File: src/rtl/ddr2_init_pkg.sv
package ddr2_init_pkg;
  localparam int STEP_W      = 4;
  localparam int LAST_STEP   = 10;
  localparam int DLLRST_STEP = 4;
  localparam int OCD_STEP    = 9;

  // {csN, rasN, casN, weN}
  localparam logic [3:0] ENC_NOP  = 4'b0111;
  localparam logic [3:0] ENC_PALL = 4'b0010;
  localparam logic [3:0] ENC_REF  = 4'b0001;
  localparam logic [3:0] ENC_MRS  = 4'b0000;

  typedef struct packed {
    logic              issue;
    logic              loadHold;
    logic              setDone;
    logic [STEP_W-1:0] step;
  } ctlStrobe_t;

  typedef struct packed {
    logic gapZero;
    logic dllOk;
  } dpStatus_t;
endpackage

File: src/rtl/ddr2_init_ctl.sv
module ddr2_init_ctl
  import ddr2_init_pkg::*;
(
  input  logic       clk,
  input  logic       rstN,
  input  logic       startReq,
  input  logic       dllLocked,
  input  dpStatus_t  status,
  output ctlStrobe_t strobe
);
  typedef enum logic [2:0] {S_IDLE, S_ARM, S_HOLD, S_ISSUE, S_GAP, S_DONE} state_t;

  state_t            stateQ, stateD;
  logic [STEP_W-1:0] stepQ, stepD;
  logic              ocdBlocked;

  assign ocdBlocked = (stepQ == STEP_W'(OCD_STEP)) && !status.dllOk;

  always_comb begin
    stateD          = stateQ;
    stepD           = stepQ;
    strobe.issue    = 1'b0;
    strobe.loadHold = 1'b0;
    strobe.setDone  = 1'b0;
    strobe.step     = stepQ;
    unique case (stateQ)
      S_IDLE: if (startReq) stateD = S_ARM;
      S_ARM: begin
        if (dllLocked) begin
          strobe.loadHold = 1'b1;
          stateD          = S_HOLD;
        end
      end
      S_HOLD: begin
        if (status.gapZero) begin
          stepD  = '0;
          stateD = S_ISSUE;
        end
      end
      S_ISSUE: begin
        if (!ocdBlocked) begin
          strobe.issue = 1'b1;
          stateD       = S_GAP;
        end
      end
      S_GAP: begin
        if (status.gapZero) begin
          if (stepQ == STEP_W'(LAST_STEP)) begin
            strobe.setDone = 1'b1;
            stateD         = S_DONE;
          end else begin
            stepD  = stepQ + STEP_W'(1);
            stateD = S_ISSUE;
          end
        end
      end
      S_DONE: stateD = S_DONE;
      default: stateD = S_IDLE;
    endcase
  end

  always_ff @(posedge clk) begin
    if (!rstN) begin
      stateQ <= S_IDLE;
      stepQ  <= '0;
    end else begin
      stateQ <= stateD;
      stepQ  <= stepD;
    end
  end

  // a command is only issued once the preceding wait has run out
  p_issue_after_gap_r6: assert property (@(posedge clk) disable iff (!rstN)
    strobe.issue |-> status.gapZero);

  // nothing is issued while idle or waiting for lock
  p_quiet_until_lock_r1: assert property (@(posedge clk) disable iff (!rstN)
    (stateQ == S_IDLE || stateQ == S_ARM) |=> !strobe.issue);

  // once finished the controller never leaves the done state
  p_done_final_r9: assert property (@(posedge clk) disable iff (!rstN)
    (stateQ == S_DONE) |=> (stateQ == S_DONE));
endmodule

File: src/rtl/ddr2_init_dp.sv
module ddr2_init_dp
  import ddr2_init_pkg::*;
#(
  parameter int ADDR_W       = 14,
  parameter int BA_W         = 3,
  parameter int INIT_NOP_CYC = 25,
  parameter int T_MRD        = 2,
  parameter int T_RP         = 3,
  parameter int T_RFC        = 11,
  parameter int T_DLL        = 200
) (
  input  logic              clk,
  input  logic              rstN,
  input  ctlStrobe_t        strobe,
  output dpStatus_t         status,
  output logic              csN,
  output logic              rasN,
  output logic              casN,
  output logic              weN,
  output logic [BA_W-1:0]   ba,
  output logic [ADDR_W-1:0] addr,
  output logic              done,
  output logic              refreshEn
);
  localparam int MAX_A   = (T_MRD > T_RP) ? T_MRD : T_RP;
  localparam int MAX_B   = (T_RFC > INIT_NOP_CYC) ? T_RFC : INIT_NOP_CYC;
  localparam int GAP_MAX = (MAX_A > MAX_B) ? MAX_A : MAX_B;
  localparam int CNT_W   = $clog2(GAP_MAX + 1);
  localparam int DLL_W   = $clog2(T_DLL + 1);

  logic [3:0]        cmdEnc;
  logic [1:0]        cmdBa;
  logic [10:0]       cmdPay;
  logic [CNT_W-1:0]  gapLoad;
  logic [CNT_W-1:0]  gapCnt;
  logic [DLL_W-1:0]  dllCnt;
  logic              dllRun;
  logic [ADDR_W-1:0] addrNext;
  logic [3:0]        encQ;

  // step -> command, target register, payload, trailing wait
  always_comb begin
    cmdEnc  = ENC_MRS;
    cmdBa   = 2'd0;
    cmdPay  = 11'h000;
    gapLoad = CNT_W'(T_MRD - 1);
    unique case (strobe.step)
      4'd0, 4'd5: begin cmdEnc = ENC_PALL; cmdPay = 11'h400; gapLoad = CNT_W'(T_RP - 1); end
      4'd6, 4'd7: begin cmdEnc = ENC_REF;  gapLoad = CNT_W'(T_RFC - 1); end
      4'd1:  cmdBa = 2'd2;
      4'd2:  cmdBa = 2'd3;
      4'd3:  begin cmdBa = 2'd1; cmdPay = 11'h400; end
      4'd4:  cmdPay = 11'h542;
      4'd8:  cmdPay = 11'h442;
      4'd9:  begin cmdBa = 2'd1; cmdPay = 11'h780; end
      4'd10: begin cmdBa = 2'd1; cmdPay = 11'h400; end
      default: begin cmdEnc = ENC_NOP; end
    endcase
  end

  always_comb begin
    addrNext        = '0;
    addrNext[10:0]  = cmdPay;
  end

  // shared wait counter: initial hold and inter-command gaps
  always_ff @(posedge clk) begin
    if (!rstN)                gapCnt <= '0;
    else if (strobe.loadHold) gapCnt <= CNT_W'(INIT_NOP_CYC - 1);
    else if (strobe.issue)    gapCnt <= gapLoad;
    else if (gapCnt != '0)    gapCnt <= gapCnt - CNT_W'(1);
  end

  // cycles since the DLL-reset mode-register write, saturating
  always_ff @(posedge clk) begin
    if (!rstN) begin
      dllRun <= 1'b0;
      dllCnt <= '0;
    end else if (strobe.issue && strobe.step == STEP_W'(DLLRST_STEP)) begin
      dllRun <= 1'b1;
      dllCnt <= DLL_W'(1);
    end else if (dllRun && dllCnt < DLL_W'(T_DLL)) begin
      dllCnt <= dllCnt + DLL_W'(1);
    end
  end

  assign status.gapZero = (gapCnt == '0);
  assign status.dllOk   = dllRun && (dllCnt >= DLL_W'(T_DLL));

  // registered pin drive
  always_ff @(posedge clk) begin
    if (!rstN) begin
      encQ <= ENC_NOP;
      ba   <= '0;
      addr <= '0;
    end else if (strobe.issue) begin
      encQ <= cmdEnc;
      ba   <= BA_W'(cmdBa);
      addr <= addrNext;
    end else begin
      encQ <= ENC_NOP;
      ba   <= '0;
      addr <= '0;
    end
  end

  assign {csN, rasN, casN, weN} = encQ;

  always_ff @(posedge clk) begin
    if (!rstN) begin
      done      <= 1'b0;
      refreshEn <= 1'b0;
    end else if (strobe.setDone) begin
      done      <= 1'b1;
      refreshEn <= 1'b1;
    end
  end

  // every command is followed by at least one NOP
  p_nop_after_cmd_r6: assert property (@(posedge clk) disable iff (!rstN)
    (encQ != ENC_NOP) |=> (encQ == ENC_NOP));

  // calibration-default write only after the DLL settle window
  p_ocd_after_dll_r7: assert property (@(posedge clk) disable iff (!rstN)
    (strobe.issue && strobe.step == STEP_W'(OCD_STEP)) |-> status.dllOk);

  // completion flags are sticky
  p_done_sticky_r9: assert property (@(posedge clk) disable iff (!rstN)
    done |=> (done && refreshEn));

  // a precharge-all always carries the all-banks bit
  p_pall_a10_r3: assert property (@(posedge clk) disable iff (!rstN)
    (encQ == ENC_PALL) |-> addr[10]);
endmodule

File: src/rtl/ddr2_init_seq.sv
module ddr2_init_seq
  import ddr2_init_pkg::*;
#(
  parameter int ADDR_W       = 14,
  parameter int BA_W         = 3,
  parameter int INIT_NOP_CYC = 25,
  parameter int T_MRD        = 2,
  parameter int T_RP         = 3,
  parameter int T_RFC        = 11,
  parameter int T_DLL        = 200
) (
  input  logic              clk,
  input  logic              rstN,
  input  logic              startReq,
  input  logic              dllLocked,
  output logic              csN,
  output logic              rasN,
  output logic              casN,
  output logic              weN,
  output logic [BA_W-1:0]   ba,
  output logic [ADDR_W-1:0] addr,
  output logic              initDone,
  output logic              refreshEn
);
  ctlStrobe_t strobe;
  dpStatus_t  status;

  ddr2_init_ctl u_ctl (
    .clk       (clk),
    .rstN      (rstN),
    .startReq  (startReq),
    .dllLocked (dllLocked),
    .status    (status),
    .strobe    (strobe)
  );

  ddr2_init_dp #(
    .ADDR_W       (ADDR_W),
    .BA_W         (BA_W),
    .INIT_NOP_CYC (INIT_NOP_CYC),
    .T_MRD        (T_MRD),
    .T_RP         (T_RP),
    .T_RFC        (T_RFC),
    .T_DLL        (T_DLL)
  ) u_dp (
    .clk       (clk),
    .rstN      (rstN),
    .strobe    (strobe),
    .status    (status),
    .csN       (csN),
    .rasN      (rasN),
    .casN      (casN),
    .weN       (weN),
    .ba        (ba),
    .addr      (addr),
    .done      (initDone),
    .refreshEn (refreshEn)
  );

  // refresh is never enabled while a command is on the pins
  p_refresh_quiet_r8: assert property (@(posedge clk) disable iff (!rstN)
    ({csN, rasN, casN, weN} != ENC_NOP) |-> !refreshEn);
endmodule

File: config.mk
export PLATFORM = sky130hd
export DESIGN_NAME = ddr2_init_seq
export DESIGN_NICKNAME = d
export VERILOG_FILES = /design/src/rtl/ddr2_init_pkg.sv /design/src/rtl/ddr2_init_ctl.sv /design/src/rtl/ddr2_init_dp.sv /design/src/rtl/ddr2_init_seq.sv
export SDC_FILE = /design/constraint.sdc
export NUM_CORES = 1
export LEC_CHECK = 0
export CORE_ASPECT_RATIO = 0.8
export CORE_MARGIN = 2
export CORE_UTILIZATION = 25
export CTS_BUF_LIST = sky130_fd_sc_hd__clkbuf_4
export DETAILED_ROUTE_END_ITERATION = 16
export PLACE_DENSITY = 0.41
export SYNTH_ARGS = -nofsm -noshare
export SYNTH_HDL_FRONTEND = slang
export SYNTH_SLANG_ARGS = --single-unit
File: constraint.sdc
create_clock -name clk -period 2.3 [get_ports clk]
set_input_delay 0.23 -clock clk [delete_from_list [all_inputs] [get_ports clk]]
set_output_delay 0.23 -clock clk [all_outputs]
set_load 0.005 [all_outputs]
# Word-level counts from Yosys, hierarchy flattened
# Cells that the tools add are included.
# W data, S select, Z words.
[word_totals]
ff_bits = 43
latch_bits = 0
ram_bits = 0
rom_bits = 0
in_bits = 4
out_inout_bits = 23
n_memories = 0
[op_classes]
n_addsub = 3
mul = 0
div = 0
n_lt_le_gt_ge = 2
eq_ne = 21
shifts = 0
n_mux = 27
bitwise = 1
reduce_logical = 23
[op_table]
columns = ["op", "count"]
rows = [
  ["$pmux W11 S4", 1],
  ["$mux W3", 6],
  ["$pmux W3 S6", 1],
  ["$eq A4 B3 Y1 const B", 4],
  ["$pmux W4 S2", 2],
  ["$mux W5", 3],
  ["$eq A4 B4 Y1 const B", 3],
  ["$mux W4", 3],
  ["$ne A2 B2 Y1 const B", 6],
  ["$mux W1", 9],
  ["$pmux W3 S3", 1],
  ["$add A8 B1 Y8 const B", 1],
  ["$eq A4 B2 Y1 const B", 2],
  ["$ge A8 B8 Y1 const B", 1],
  ["$lt A8 B8 Y1 const B", 1],
  ["$reduce_or A2 Y1", 4],
  ["$reduce_or A7 Y1", 1],
  ["$eq A3 B2 Y1 const B", 2],
  ["$eq A3 B3 Y1 const B", 2],
  ["$pmux W2 S3", 1],
  ["$reduce_bool A2 Y1", 3],
  ["$logic_not A5 Y1", 1],
  ["$reduce_and A5 Y1", 1],
  ["$reduce_bool A5 Y1", 1],
  ["other kinds (14)", 17],
]

# Logic depth before layout (Yosys ltp)
[logic_depth]
depth_word = 8
mapped_depth = 8
ltp_nobuf = 7

# Hierarchy
# From an unflattened synthesis, not the netlist that was laid out.
[unflattened]
hier_cells = 210
hier_area_um2 = 1801.7
[by_module_without_submodules]
columns = ["mod", "n_inst", "cells_per_inst", "area_per_inst_um2", "seq_area_each_um2"]
rows = [
  ["ddr2_init_dp", 1, 144, 1258.7, 480.5],
  ["ddr2_init_ctl", 1, 66, 543.0, 140.1],
]

# Least setup slack after synthesis
# No wires, ideal clock.
[synth_path]
kind = "reg2reg"
start = "register u_dp.gapCnt[0]"
end = "register u_ctl.stateQ[1]"
t_arrival_ps = 1596
t_required_ps = 2184
setup_slack_ps = 588
stages_incl_launch_ff = 9
period_less_slack_ps = 1712
cell_sequence = "dfxtp_1 -> inv_1 -> ha_1 -> or4b_1 -> buf_2 -> a21oi_2 -> or2_4 -> a21oi_1 -> a41o_1"
[synth_between]
elab_chain_cells = 3
word_cells_on_any_way = 4
classes_between = "eq/ne: 2; reduce/logical: 2"
[synth_lines]
columns = ["item", "line_no", "source"]
rows = [
  ["from (decl)", "ddr2_init_dp.sv:35", "logic [CNT_W-1:0] gapCnt;"],
  ["from (signal assigned)", "ddr2_init_dp.sv:69", "else if (strobe.loadHold) gapCnt <= CNT_W'(INIT_NOP_CYC - 1);"],
  ["from (signal assigned)", "ddr2_init_dp.sv:70", "else if (strobe.issue) gapCnt <= gapLoad;"],
  ["from (signal assigned)", "ddr2_init_dp.sv:71", "else if (gapCnt != '0) gapCnt <= gapCnt - CNT_W'(1);"],
  ["$logic_not A5 Y1 (*)", "ddr2_init_dp.sv:87", "assign status.gapZero = (gapCnt == '0);"],
  ["$ne A2 B2 Y1 (no line)", "-", ""],
  ["$reduce_and A5 Y1 (no line) (*)", "-", ""],
  ["to (signal assigned)", "ddr2_init_ctl.sv:67", "stateQ <= stateD;"],
  ["to (decl)", "ddr2_init_ctl.sv:13", "state_t stateQ, stateD;"],
]
# Every way passes the cells marked *; elsewhere a longest branch is shown, timed or not.
# A chain may end at the register's enable or synchronous reset.

# Worst setup path in the final report
[layout_path]
start = "register u_ctl.stepQ[1]"
end = "register u_dp.encQ[1]"
[layout_between]
elab_chain_cells = 5
word_cells_on_any_way = 19
classes_between = "eq/ne: 10; mux: 3; reduce/logical: 6"
[layout_lines]
columns = ["item", "line_no", "source"]
rows = [
  ["from (decl)", "ddr2_init_ctl.sv:14", "logic [STEP_W-1:0] stepQ, stepD;"],
  ["from (signal assigned)", "ddr2_init_ctl.sv:68", "stepQ <= stepD;"],
  ["$eq A4 B4 Y1", "ddr2_init_ctl.sv:17, ddr2_init_dp.sv:47", ""],
  ["$logic_and A1 B1 Y1", "ddr2_init_ctl.sv:17", "assign ocdBlocked = (stepQ == STEP_W'(OCD_STEP)) && !status.dllOk;"],
  ["$mux W1", "ddr2_init_ctl.sv:41", "if (!ocdBlocked) begin"],
  ["$mux W1", "ddr2_init_ctl.sv:26", "unique case (stateQ)"],
  ["$reduce_and A2 Y1 (no line)", "-", ""],
  ["to (signal assigned)", "ddr2_init_dp.sv:97", "encQ <= cmdEnc;"],
  ["to (decl)", "ddr2_init_dp.sv:39", "logic [3:0] encQ;"],
]
# Several ways; a longest one is shown, not always the timed one.

==> results.md <==
* Status: complete, no violations
* Worst Hold End: u_ctl.stepQ[1]$_SDFFE_PN0P_
* Yosys warns at 0
* Average cell area after synthesis at 8.28 um2
* Top_reg_cell synth: dfxtp_1
* Final #Nets at 230
* Worst Path Buf+Inv at 1
* Post-Synthesis Cells at 203
* Area leader, netlist: dfxtp_1
* Cells after DPL at 295
* Crit. End Element: register
* Setup Fix Bufs, Post-CTS at 0
* Setup TNS at 0 ps
* GP Congestion at 0.752
* Crit path DAT at 2180 ps
* CP Launch Type: register
* Port bufs at 16
* Post-route ant nets at 0
* Hold_ws at 514 ps
* Fmax at 510 MHz
* Die Height at 77.4 um
* Slowest stage cell, crit path: or3_1
* Critical path class: reg -> reg
* Post-cts resize count at 0
* Gr ovfl total at 0
* FF-to-FF path depth at 6
* Hold buffers post-CTS at 0
* Final cell count without fillers at 303
* Largest net degree at the start of global routing at 14
* Final hold vios at 0
* Global-route wire length before repair at 5.78 mm
* RR Endpoint: u_dp.encQ[1]$_SDFF_PN1_
* Min-delay src: u_ctl.stepQ[1]$_SDFFE_PN0P_
* Worst min-delay path category: reg -> reg
* Worst-Skew Late Latency at 330 ps
* Final setup violation count at 0
* First drt pass iteration count at 4
* Total GRT Usage at 9.89%
* Inserted Diodes at 0
* Crit path max-delay family: simple AND/OR/NAND/NOR gates
* CTS clk-pin slew, worst paths at 100 ps
* Count leader, synth: dfxtp_1
* CP Data Required Time at 2520 ps
* Max Clock Skew at 5.23 ps
* Synth cell count leaders: dfxtp_1, nor2_1, a21oi_1, nand2_1, buf_4
* Initial core utilization at 26.1%
* Setup slack after layout at 341 ps
* Die Area at 7400 um2
* Final wirelength at 3.35 mm
* CTS tree: yes
* Sequential fraction of the synthesis area at 36.9%
* Maximum fanout along the worst path at 6
* Levels on crit path at 6
* Mapped Area at 1680 um2
* Post-synth cell types at 44
* Max_cap viols at 0
* Async SR Flop Fraction at 0%
* Placed Area at 1880 um2
* Die Width at 95.7 um
* Routed vias/inst at 4.44
* Multi-input logic area at 918 um2
* Period minus WS final at 1960 ps
* Largest stage delay, worst path at 410 ps
* Post-synth EDFFs at 0
* CTS buffer count at 5
* DRC at 0
* Leak Pwr at 0.000754 uW
* Peak supply drop at 0.337 mV
* Synth Register Bits at 31
* Clock Sinks at 31
* P&R area growth vs syn at 16.3%
* P per Cell Area at 891 nW/um2
* Launch point of the worst path: u_ctl.stepQ[1]$_SDFFE_PN0P_
* Period utilization at 85.2%
* CTS H-tree lvls at 2
* Register Area at 621 um2
* Detailed router's first-iteration violation count at 48
* RSZ-0062 raised after global routing: false
* Core area at 6440 um2
* Clock buffer depth at 2
* Rows at 26
* Top Ports at 27
* Reg2reg setup slack at 340 ps
* Initial antenna violation count at 0
* Crit-path cells: inv_1 > ha_1 > nand3b_1 > o21bai_1 > nand3_1 > or3_1
* Via count at 1346
* Ranking of synthesized cells by area: dfxtp_1, ha_1, buf_4
* Layout cells sized above 1 at 7.76%
* Pre-CTS WS at 371 ps
* Design area at 1960 um2
* FILL cells at 690
* Hold path depth at 2
* DPL Wire Length at 2.52 mm
* Top-area cell type share of the netlist area at 36.9%
* R2r startpoint: u_ctl.stepQ[1]$_SDFFE_PN0P_
* Clk root buf: clkbuf_4
* Drt wl/cell at 11.1 um
* Max-slew violation count at 0
* Number of global-route vias before repair at 1236
## kinds of logic (layout without fill, tap and decap cells)
family                   count (synthesis)  count (layout)  synth area share, %
adder cells (fa/ha/maj)                  8               8                 5.95
flip-flops                              31              31                 36.9
other                                    1              10                0.223
AO/OA/AOI/OAI                           39              39                 15.4
AND/OR/NAND/NOR                         74              74                 21.9
XOR/XNOR                                15              15                 7.81
buffers and inverters                   33              40                 10.5
multiplexers                             2               2                 1.26
## cell type report
class	count	area share (%)
Clock buffer	5	1.92
Sequential cell	31	31.7
Multi-Input combinational cell	148	47.0
Inverter	12	2.30
Clock inverter	3	1.98
Tap cell	84	5.37
Timing Repair Buffer	20	9.72
## tightest hold or removal path, delay by kind of cell, from the launching register on
family,cells,cell delay (ps)
AND/OR/NAND/NOR,1,70
AO/OA/AOI/OAI,1,50
flip-flops,1,360
## through the flow
stage	util, %	total power (uW)
after global routing	30.4	1890
final	30.4	1740
after floorplan	-	1210
after detailed placement	29.2	1330
after CTS	30.4	1760
after global placement	29.2	1360
## layer usage
metal  global-route usage [%]  vias up  wire length [um]
met5                        0        -                 0
met4                     3.43        0                31
met3                     3.30        5               180
met2                     12.9       25              1330
met1                     14.8      620              1810
li1                         -      696                 -
## worst max-delay path by stage
stage	endpoint	slack, ps
floorplan	u_ctl.stateQ[1]$_SDFFE_PN0P_	590
global placement	u_dp.encQ[1]$_SDFF_PN1_	430
detailed placement	u_dp.encQ[1]$_SDFF_PN1_	370
CTS	u_dp.encQ[1]$_SDFF_PN1_	350
global route	u_dp.encQ[1]$_SDFF_PN1_	170
finish	u_dp.encQ[1]$_SDFF_PN1_	340
## flip-flops by register name (all words and copies together), names as in the netlist, 2 cells and up
name          cells
u_ctl.stateQ      3
u_ctl.stepQ       4
u_dp.addr         4
u_dp.ba           2
u_dp.dllCnt       8
u_dp.encQ         3
u_dp.gapCnt       5
## report_power, final
group / total [uW] / internal (uW) / leakage (uW) / switching, uW
logic: 658 / 303 / 0.000460 / 355
registers: 663 / 600 / 0.000252 / 62.4
clock network: 423 / 223 / 0.0000426 / 199
## layout by cell type (no fill, tap or decap), types with 2 or more instances in the layout
cell / instances
dfxtp_1: 31
nor2_1: 22
clkdlybuf4s50_1: 16
nand2_1: 15
a21oi_1: 15
inv_1: 12
conb_1: 10
nand3_1: 8
xor2_1: 8
ha_1: 8
xnor2_1: 7
nor3_1: 6
nor2b_1: 5
clkbuf_4: 5
o21ai_0: 4
buf_4: 4
and2_1: 3
nand4_1: 3
nand3b_1: 2
o21bai_1: 2
a21o_1: 2
o21ai_1: 2
nand2b_1: 2
a21oi_2: 2
nor4_1: 2
a211oi_1: 2
a221oi_1: 2
Note: power is estimated with default switching activity, not from simulation.
